File: config.mk
export PLATFORM = sky130hd
export DESIGN_NAME = opwait_station
export DESIGN_NICKNAME = d
export VERILOG_FILES = /design/src/rtl/opw_pkg.sv /design/src/rtl/opw_src_match.sv /design/src/rtl/opw_pick.sv /design/src/rtl/opwait_station.sv
export SDC_FILE = /design/constraint.sdc
export NUM_CORES = 1
export LEC_CHECK = 0
export ABC_AREA = 1
export BUFFER_PORTS_ARGS = -buffer_cell sky130_fd_sc_hd__buf_2
export CAP_MARGIN = 40
export CORE_MARGIN = 2
export CORE_UTILIZATION = 45
export CTS_CLUSTER_SIZE = 20
export DETAILED_ROUTE_END_ITERATION = 16
export PLACE_DENSITY = 0.66
export SYNTH_ARGS = -nofsm -noshare
export SYNTH_HDL_FRONTEND = slang
export SYNTH_SLANG_ARGS = --single-unit
File: constraint.sdc
create_clock -name clk -period 4.57 [get_ports clk]
set_clock_uncertainty 0.05 [all_clocks]
set_input_delay 1.1425 -clock clk [delete_from_list [all_inputs] [get_ports clk]]
set_output_delay 1.1425 -clock clk [all_outputs]
set_load 0.02 [all_outputs]
File: src/rtl/opw_pkg.sv
package opw_pkg;

  typedef enum logic {
    POLICY_IN_ORDER     = 1'b0,
    POLICY_OUT_OF_ORDER = 1'b1
  } policy_e;

  localparam int ENTRIES = 2;
  localparam int SRCS    = 2;

endpackage

File: src/rtl/opw_src_match.sv
module opw_src_match #(
  parameter int TAG_W  = 4,
  parameter int DATA_W = 16
) (
  input  logic              cur_rdy,
  input  logic [TAG_W-1:0]  cur_tag,
  input  logic [DATA_W-1:0] cur_dat,
  input  logic              bc_valid,
  input  logic [TAG_W-1:0]  bc_tag,
  input  logic [DATA_W-1:0] bc_data,
  output logic              nxt_rdy,
  output logic [DATA_W-1:0] nxt_dat
);

  logic hit;

  assign hit     = !cur_rdy && bc_valid && (bc_tag == cur_tag);
  assign nxt_rdy = cur_rdy || hit;
  assign nxt_dat = hit ? bc_data : cur_dat;

endmodule

File: src/rtl/opw_pick.sv
module opw_pick #(
  parameter bit OLDEST_ONLY = 1'b0
) (
  input  logic [1:0] cand,
  output logic       any,
  output logic       sel
);

  generate
    if (OLDEST_ONLY) begin : g_oldest
      // slot 0 always holds the oldest entry
      assign any = cand[0];
      assign sel = 1'b0;
    end else begin : g_first_ready
      assign any = |cand;
      assign sel = !cand[0];
    end
  endgenerate

endmodule

File: src/rtl/opwait_station.sv
module opwait_station
  import opw_pkg::*;
#(
  parameter int      TAG_W  = 4,
  parameter int      DATA_W = 16,
  parameter int      OP_W   = 6,
  parameter policy_e POLICY = POLICY_OUT_OF_ORDER
) (
  input  logic              clk,
  input  logic              rst_n,
  input  logic              flush,
  input  logic              disp_valid,
  output logic              disp_ready,
  input  logic [OP_W-1:0]   disp_op,
  input  logic              disp_a_rdy,
  input  logic [TAG_W-1:0]  disp_a_tag,
  input  logic [DATA_W-1:0] disp_a_data,
  input  logic              disp_b_rdy,
  input  logic [TAG_W-1:0]  disp_b_tag,
  input  logic [DATA_W-1:0] disp_b_data,
  input  logic              bc_valid,
  input  logic [TAG_W-1:0]  bc_tag,
  input  logic [DATA_W-1:0] bc_data,
  output logic              iss_valid,
  input  logic              iss_ready,
  output logic [OP_W-1:0]   iss_op,
  output logic [DATA_W-1:0] iss_a,
  output logic [DATA_W-1:0] iss_b
);

  localparam bit IN_ORDER = (POLICY == POLICY_IN_ORDER);

  // held state, slot 0 is always the older entry
  logic              slot_vld [ENTRIES];
  logic [OP_W-1:0]   slot_op  [ENTRIES];
  logic              slot_rdy [ENTRIES][SRCS];
  logic [TAG_W-1:0]  slot_tag [ENTRIES][SRCS];
  logic [DATA_W-1:0] slot_dat [ENTRIES][SRCS];

  // state after this cycle's broadcast
  logic              w_rdy [ENTRIES][SRCS];
  logic [DATA_W-1:0] w_dat [ENTRIES][SRCS];

  // incoming instruction, raw and after broadcast
  logic              d_rdy_in [SRCS];
  logic [TAG_W-1:0]  d_tag_in [SRCS];
  logic [DATA_W-1:0] d_dat_in [SRCS];
  logic              d_rdy    [SRCS];
  logic [DATA_W-1:0] d_dat    [SRCS];

  // next state
  logic              n_vld [ENTRIES];
  logic [OP_W-1:0]   n_op  [ENTRIES];
  logic              n_rdy [ENTRIES][SRCS];
  logic [TAG_W-1:0]  n_tag [ENTRIES][SRCS];
  logic [DATA_W-1:0] n_dat [ENTRIES][SRCS];

  logic [ENTRIES-1:0] cand;
  logic [ENTRIES-1:0] occ_vec;
  logic               pick_any;
  logic               pick_sel;
  logic               in_order_mode;
  logic               fire;
  logic               accept;
  logic               both_held;
  logic               ins_idx;

  assign in_order_mode = IN_ORDER;

  assign d_rdy_in[0] = disp_a_rdy;
  assign d_tag_in[0] = disp_a_tag;
  assign d_dat_in[0] = disp_a_data;
  assign d_rdy_in[1] = disp_b_rdy;
  assign d_tag_in[1] = disp_b_tag;
  assign d_dat_in[1] = disp_b_data;

  genvar gs, gk;
  generate
    for (gs = 0; gs < ENTRIES; gs++) begin : g_slot
      for (gk = 0; gk < SRCS; gk++) begin : g_src
        opw_src_match #(.TAG_W(TAG_W), .DATA_W(DATA_W)) u_wake (
          .cur_rdy  (slot_rdy[gs][gk]),
          .cur_tag  (slot_tag[gs][gk]),
          .cur_dat  (slot_dat[gs][gk]),
          .bc_valid (bc_valid),
          .bc_tag   (bc_tag),
          .bc_data  (bc_data),
          .nxt_rdy  (w_rdy[gs][gk]),
          .nxt_dat  (w_dat[gs][gk])
        );
      end
      // eligibility uses registered readiness only: wakeup is one cycle late
      assign cand[gs]    = slot_vld[gs] && slot_rdy[gs][0] && slot_rdy[gs][1];
      assign occ_vec[gs] = slot_vld[gs];
    end

    for (gk = 0; gk < SRCS; gk++) begin : g_disp_src
      opw_src_match #(.TAG_W(TAG_W), .DATA_W(DATA_W)) u_wake_in (
        .cur_rdy  (d_rdy_in[gk]),
        .cur_tag  (d_tag_in[gk]),
        .cur_dat  (d_dat_in[gk]),
        .bc_valid (bc_valid),
        .bc_tag   (bc_tag),
        .bc_data  (bc_data),
        .nxt_rdy  (d_rdy[gk]),
        .nxt_dat  (d_dat[gk])
      );
    end
  endgenerate

  opw_pick #(.OLDEST_ONLY(IN_ORDER)) u_pick (
    .cand (cand),
    .any  (pick_any),
    .sel  (pick_sel)
  );

  assign both_held  = slot_vld[0] && slot_vld[1];
  assign iss_valid  = !flush && pick_any;
  assign fire       = iss_valid && iss_ready;
  assign disp_ready = !flush && (!both_held || fire);
  assign accept     = disp_valid && disp_ready;

  assign iss_op = slot_op[pick_sel];
  assign iss_a  = slot_dat[pick_sel][0];
  assign iss_b  = slot_dat[pick_sel][1];

  always_comb begin
    for (int s = 0; s < ENTRIES; s++) begin
      n_vld[s] = slot_vld[s];
      n_op[s]  = slot_op[s];
      for (int k = 0; k < SRCS; k++) begin
        n_rdy[s][k] = w_rdy[s][k];
        n_tag[s][k] = slot_tag[s][k];
        n_dat[s][k] = w_dat[s][k];
      end
    end

    // remove the issued entry, shifting the younger one down if needed
    if (fire) begin
      if (!pick_sel) begin
        n_vld[0] = slot_vld[1];
        n_op[0]  = slot_op[1];
        for (int k = 0; k < SRCS; k++) begin
          n_rdy[0][k] = w_rdy[1][k];
          n_tag[0][k] = slot_tag[1][k];
          n_dat[0][k] = w_dat[1][k];
        end
      end
      n_vld[1] = 1'b0;
    end

    // append the new instruction behind whatever remains
    ins_idx = n_vld[0];
    if (accept) begin
      n_vld[ins_idx] = 1'b1;
      n_op[ins_idx]  = disp_op;
      for (int k = 0; k < SRCS; k++) begin
        n_rdy[ins_idx][k] = d_rdy[k];
        n_tag[ins_idx][k] = d_tag_in[k];
        n_dat[ins_idx][k] = d_dat[k];
      end
    end

    if (flush) begin
      for (int s = 0; s < ENTRIES; s++) n_vld[s] = 1'b0;
    end
  end

  always_ff @(posedge clk or negedge rst_n) begin
    if (!rst_n) begin
      for (int s = 0; s < ENTRIES; s++) begin
        slot_vld[s] <= 1'b0;
        slot_op[s]  <= '0;
        for (int k = 0; k < SRCS; k++) begin
          slot_rdy[s][k] <= 1'b0;
          slot_tag[s][k] <= '0;
          slot_dat[s][k] <= '0;
        end
      end
    end else begin
      for (int s = 0; s < ENTRIES; s++) begin
        slot_vld[s] <= n_vld[s];
        slot_op[s]  <= n_op[s];
        for (int k = 0; k < SRCS; k++) begin
          slot_rdy[s][k] <= n_rdy[s][k];
          slot_tag[s][k] <= n_tag[s][k];
          slot_dat[s][k] <= n_dat[s][k];
        end
      end
    end
  end

endmodule

==> reports/summary.txt, run 1 <==
Slew Limit Headroom - 46.6%
CTS root buf - clkbuf_16
Crit share post-route - 70.1%
Drt drc - 0
Share of cells above drive strength 1 - 14.5%
Most frequent cells after synthesis - nand2_1, dfrtp_1, inv_1
Final worst path period need - 3210 ps
Top sig layer - met5
Clock latency on the worst-skew pair - 360 ps
Htree depth - 3
Critical path origin - occ_vec[0]
Synth top area share - 37.6%
Count leader, synth - nand2_1
Met2 routed WL - 9730 um
Cells after Synth - 1042
Longest Clk Path Bufs - 2
Total routed wirelength - 20700 um
R2R depth - 6
Max_cap viols - 0
Family with the most delay on the worst path - buffers and inverters
Setup TNS - 0 ps
Core area - 14000 um^2
Via Count - 7010
Power Density - 504 nW/um^2
Cell chain of the critical path - nand3_2, buf_12, a21oi_1, buf_2
CP required - 3380 ps
Critical setup path kind - flop to output port
Vias in the first global route - 6530
Post-Synth Adder-Cell Area - 0%
Critical Path Sink Type - output port
Pin count of the biggest net entering global routing - 65
Syn Area/Cell - 6.25 um^2
CTS Buf Count - 9
Static leakage power - 4.26 nW
All-Layer GR Usage - 26.7%
Cell depth of the worst setup path - 4
Routed Antenna Nets - 0
Reg2reg end - slot_op[11]
N_diodes - 0
Synth area leaders - dfrtp_1, nand2_1, o21ai_0
First-pass GRT wire length - 33300 um
Number of buffers and inverters on the critical path - 2
Crit path to - iss_a[0]
Hold_ws - 493 ps
Async set or reset register ratio after synthesis - 100%
Via-to-Cell Ratio - 5.35
Simple-Gate Fraction of Synth Area - 41.5%
Final Setup Violations - 0
RSZ-0062 raised after global routing - false
Sink Count - 98
Post-CTS setup buffer count - 0
Initial antenna violation count - 1
Worst path max stage delay - 450 ps
# IOs - 114
Synthesis-to-finish area growth - 15.2%
DRT iter0 DRCs - 565
Post-CTS sizing - 0
Router iterations before antenna repair - 5
Startpoint Class - flop
Reg-to-reg startpoint - occ_vec[0]
Synth Register Bits - 98
Crit path max fanout - 64
Critical path's slowest cell - dfrtp_1
Avg WL per Cell - 15.8 um
Final net count - 1199
WP data arrival - 2010 ps
Count of different cell masters after synthesis - 25
Synth Area in XOR/XNOR - 0.269%
Number of synthesized flops with an enable pin - 0
Max IR drop VDD - 200 uV
Synth Area in Compound Gates - 11.6%
R2r setup slk - 1930 ps
Finished Layout Cells - 1310
Power Total - 0.00379 W
Die X-Extent - 124 um
Met1 WL - 9120 um
Port Buffer Count - 113
Row cnt - 43
Synthesis warning total - 0
Hold buffers post-CTS - 0
Inst Count DP - 1294
Area of the mapped netlist - 6520 um^2
Placer Congestion - 0.881
Hold WC Path Type - flop to flop
Slew Limit Fails - 0
Ys flop type - dfrtp_1
FMAX - 0.312 GHz
Worst-margin pin slew - 800 ps
Combinational family with the most area after synthesis - simple AND/OR/NAND/NOR gates
Register area share after synthesis - 37.6%
Status - complete, no violations
Die Ht - 124 um
Grt total ovfl - 0
Post-DP HPWL - 13800 um
Net count after synthesis - 1116
Met3 WL - 1350 um
Mux cell area share after synthesis - 0%
CTS tree - yes
Full die area - 15500 um^2
Clock slew at reported path FFs - 60 ps
Synth area leader - dfrtp_1
Hold Fails Final Rpt - 0
Starting Density - 46.6%
FILL cells - 1524
[worst register-to-register path: cells and delay by family, from the launching register on]
| family | cells | cell delay, ps |
|---|---|---|
| compound gates | 2 | 450 |
| buf+inv | 2 | 1040 |
| flops | 1 | 450 |
| simple gates | 2 | 530 |
[worst min-delay path by stage]
stage          start  endpoint  slack (ps)  cells past startpoint
2_1_floorplan   flop      flop         450                      2
3_3_place_gp    flop      flop         460                      2
3_5_place_dp    flop      flop         480                      2
4_1_cts         flop      flop         500                      2
5_1_grt         flop      flop         530                      2
6_report        flop      flop         490                      2
[power by group]
part	switching, W	leakage (nW)	internal (W)	total [W]
clock	0.000342	0.138	0.000424	0.000766
combinational	0.00112	2.92	0.000566	0.00169
sequential	0.000142	1.20	0.00119	0.00133
[cell families (layout without fill, tap and decap cells)]
| family | count (synthesis) | after routing |
|---|---|---|
| AO/OA/AOI/OAI | 147 | 147 |
| buffers and inverters | 144 | 232 |
| flip-flops | 98 | 98 |
| XOR/XNOR | 2 | 2 |
| AND/OR/NAND/NOR | 651 | 651 |
[per-layer routing]
metal | GRT usage (%) | vias up
li1 | - | 3484
met1 | 35.2 | 3224
met2 | 44.8 | 262
met3 | 3.57 | 38
met4 | 10.1 | 2
met5 | 0 | -
[final cells by class]
| cell class | instances | area (um^2) | share of cell area, % |
|---|---|---|---|
| Clock inverter | 3 | 40.0 | 0.533 |
| Timing Repair Buffer | 131 | 756 | 10.1 |
| Sequential cell | 98 | 2450 | 32.7 |
| Tap cell | 180 | 225 | 3.00 |
| Inverter | 85 | 319 | 4.25 |
| Clock buffer | 13 | 240 | 3.20 |
| Multi-Input combinational cell | 800 | 3470 | 46.3 |
[metrics by stage]
stage	util, %	cell area, um^2	setup slack [ps]
final	53.7	7510	1360
after global routing	53.7	7510	1230
after CTS	53.7	7510	1360
after detailed placement	51.7	7230	1270
after global placement	51.4	7180	1250
after floorplan	-	6520	1530
[cell usage in the layout, fill, tap and decap left out, drive strengths merged]
| cell | synthesis | final |
|---|---|---|
| nand2 | 479 | 479 |
| buf | 27 | 131 |
| o21ai | 104 | 104 |
| dfrtp | 98 | 98 |
| inv | 85 | 85 |
| nand3 | 80 | 80 |
| nor2 | 58 | 58 |
| a21oi | 41 | 41 |
| nand4 | 33 | 33 |
| clkbuf | 32 | 13 |
| xor2 | 2 | 2 |
| o22ai | 2 | 2 |
| clkinv | 0 | 2 |
| nand3b | 1 | 1 |
| bufinv | 0 | 1 |
Note: power is estimated with default switching activity, not from simulation.
==> run 2: changes to the inputs <==
==> constraint.sdc (replaced) <==
create_clock -name clk -period 3 [get_ports clk]
set_clock_uncertainty 0.05 [all_clocks]
set_input_delay 0.75 -clock clk [delete_from_list [all_inputs] [get_ports clk]]
set_output_delay 0.75 -clock clk [all_outputs]
set_load 0.02 [all_outputs]
==> run 2 against run 1 <==
- utilization about the same
- critical path type unchanged
- register-to-register slack worse by 1500 ps
- sequential power up 53%
- setup slack worse by 1200 ps
- flip-flop and latch count unchanged
- largest power group unchanged
- clock-buffer cell count up 1
- design area about the same
- non-clock buffer count up 4
- global-route usage up 0.52 points
- via count up 0.19%
- sequential share of layout area about the same
==> reports/summary.txt, run 2 (same netlist as run 1, synthesis figures left out) <==
Status - complete, no violations
Die X-Extent - 124 um (unchanged)
Initial antenna violation count - 0 (-1)
# IOs - 114 (unchanged)
DRT iter0 DRCs - 555 (-1.8%)
Final Worst Setup Slack - 197 ps (-1170 ps)
Post-DP HPWL - 13800 um (about the same)
Sequential Area - 2450 um^2 (unchanged)
Hold buffers post-CTS - 0 (unchanged)
Switch Pwr - 0.00246 W (+53%)
Combinational Power Share - 45.2% (+0.6 points)
Vias in the first global route - 6590 (+0.92%)
Max IR drop VDD - 308 uV (+54%)
All-Layer GR Usage - 27.2% (+0.52 points)
N_diodes - 0 (unchanged)
Grt total ovfl - 0 (unchanged)
Power Total - 0.00573 W (+51%)
Static leakage power - 4.26 nW (about the same)
Number of buffers and inverters on the critical path - 2 (unchanged)
Placer Congestion - 0.916 (+4.0%)
Sequential share of power - 35.4% (+0.3 points)
Share of cells above drive strength 1 - 14.8% (+0.30 points)
Worst path max stage delay - 450 ps (about the same)
Crit path max fanout - 65 (+1.6%)
Hold Fails Final Rpt - 0 (unchanged)
Router iterations before antenna repair - 5 (unchanged)
Die Ht - 124 um (unchanged)
Htree depth - 3 (unchanged)
Hold WC Path Type - input pin to asynchronous set/reset pin
Area after DPL - 7240 um^2 (+0.21%)
CTS Buf Count - 9 (unchanged)
CP required - 2200 ps (-1180 ps)
Post-CTS setup buffer count - 0 (unchanged)
FMAX - 0.357 GHz
Critical setup path kind - flop to output port
Full die area - 15500 um^2 (unchanged)
Total routed wirelength - 21000 um (+1.2%)
Sw frac - 43.0% (+0.50 points)
CTS tree - yes
CTS root buf - clkbuf_16
Place WS - 88.3 ps (-1190 ps)
Sink Count - 98 (unchanged)
FILL cells - 1497 (-1.8%)
Area of the multi-input gates - 3470 um^2 (unchanged)
Slew Limit Headroom - 53.2% (+6.6 points)
Setup TNS - 0 ps (unchanged)
Via Count - 7023 (+0.19%)
Final net count - 1203 (+0.33%)
Port Buffer Count - 113 (unchanged)
Final Setup Violations - 0 (unchanged)
Pin count of the biggest net entering global routing - 66 (+1.5%)
Critical path's slowest cell - dfrtp_1
Drt drc - 0 (unchanged)
Cell Int Power - 0.00327 W (+50%)
Worst-margin pin slew - 701 ps (-99.7 ps)
Critical Path Sink Type - output port
Synthesis-to-finish area growth - 15.2% (about the same)
Crit share post-route - 93.4%
Row cnt - 43 (unchanged)
Starting Density - 46.6% (unchanged)
Clock power frac - 19.4% (-0.8 points)
Avg WL per Cell - 15.9 um (+0.91%)
Final instance area - 7510 um^2 (about the same)
Clock latency on the worst-skew pair - 360 ps (about the same)
Most frequent cells in the layout - nand2_1, buf_2, dfrtp_1, inv_1, o21ai_0
WP data arrival - 2000 ps (about the same)
Power Density - 763 nW/um^2 (+51%)
Longest Clk Path Bufs - 2 (unchanged)
Commonest non-fill, non-tap cell in the layout - nand2_1
Core area - 14000 um^2 (unchanged)
Startpoint Class - flop
Clock slew at reported path FFs - 70 ps (about the same)
RSZ-0062 raised after global routing - false
R2r setup slk - 450 ps (-1480 ps)
Post-CTS sizing - 0 (unchanged)
Routed Antenna Nets - 0 (unchanged)
Cell chain of the critical path - nand3_2, buf_12, a21oi_1, buf_2
Via-to-Cell Ratio - 5.34 (-0.12%)
Final worst path period need - 2800 ps
First-pass GRT wire length - 34100 um (+2.5%)
Family with the most delay on the worst path - buffers and inverters
Max_cap viols - 0 (unchanged)
Slew Limit Fails - 0 (unchanged)
run 2: changes by cell type in the layout (fill, tap and decap cells not counted):
cell	delta
buf_16	-1
bufinv_16	-1
buf_12	+1
clkinvlp_4	+1
clkinv_2	-1
buf_4	+5
clkbuf_8	+1
buf_8	-1
run 2: worst paths after layout:
check / from / end / cells after the start
setup / recovery: occ_vec[0] / iss_a[2] / 4
hold / removal: rst_n / slot_dat[26] / 1
setup reg to reg: occ_vec[0] / slot_dat[55] / 8
hold reg to reg: flop / flop / 2
max in group asynchronous: rst_n / occ_vec[1] / 2
min in group clk: flop / flop / 2
run 2: final cells by class:
class	instances	share of cell area, %
tap	180	3.00
inverter	85	4.25
timing repair buffer	135	10.3
multi-input combinational	800	46.3
clock inverter	2	0.167
sequential	98	32.7
clock buffer	14	3.38
run 2: power by group through the flow:
stage	clock network, W	logic, W	registers (W)
global route	0.00117	0.00294	0.00208
detailed placement	0	0.00257	0.00205
finish	0.00111	0.00259	0.00203
CTS	0.00112	0.00259	0.00203
global placement	0	0.00255	0.00204
floorplan	0	0.00186	0.00199
run 2: per-stage QoR:
stage,util (%),instances,hold slack (ps)
2_1_floorplan,-,1042,404
3_3_place_gp,51.8,1298,460
6_report,53.7,1314,221
3_5_place_dp,51.8,1298,474
4_1_cts,53.7,1314,234
5_1_grt,53.7,1314,255
run 2: worst reg2reg max path, stage by stage, from the launching register on:
cell,delay (ps)
dfrtp_1,450
nand3_2,330
nand3b_4,520
o21ai_4,400
inv_2,80
nor2_4,110
buf_4,360
nand2_1,120
nand2_1,80
run 2: metal layers:
| layer | up-vias | track usage [%] | part of all wire [%] |
|---|---|---|---|
| li1 | 3480 | - | - |
| met2 | 261 | 45.3 | 48 |
| met4 | 0 | 9.91 | 2.4 |
| met1 | 3245 | 36.6 | 43 |
| met3 | 37 | 3.26 | 6.5 |
| met5 | - | 0 | 0 |
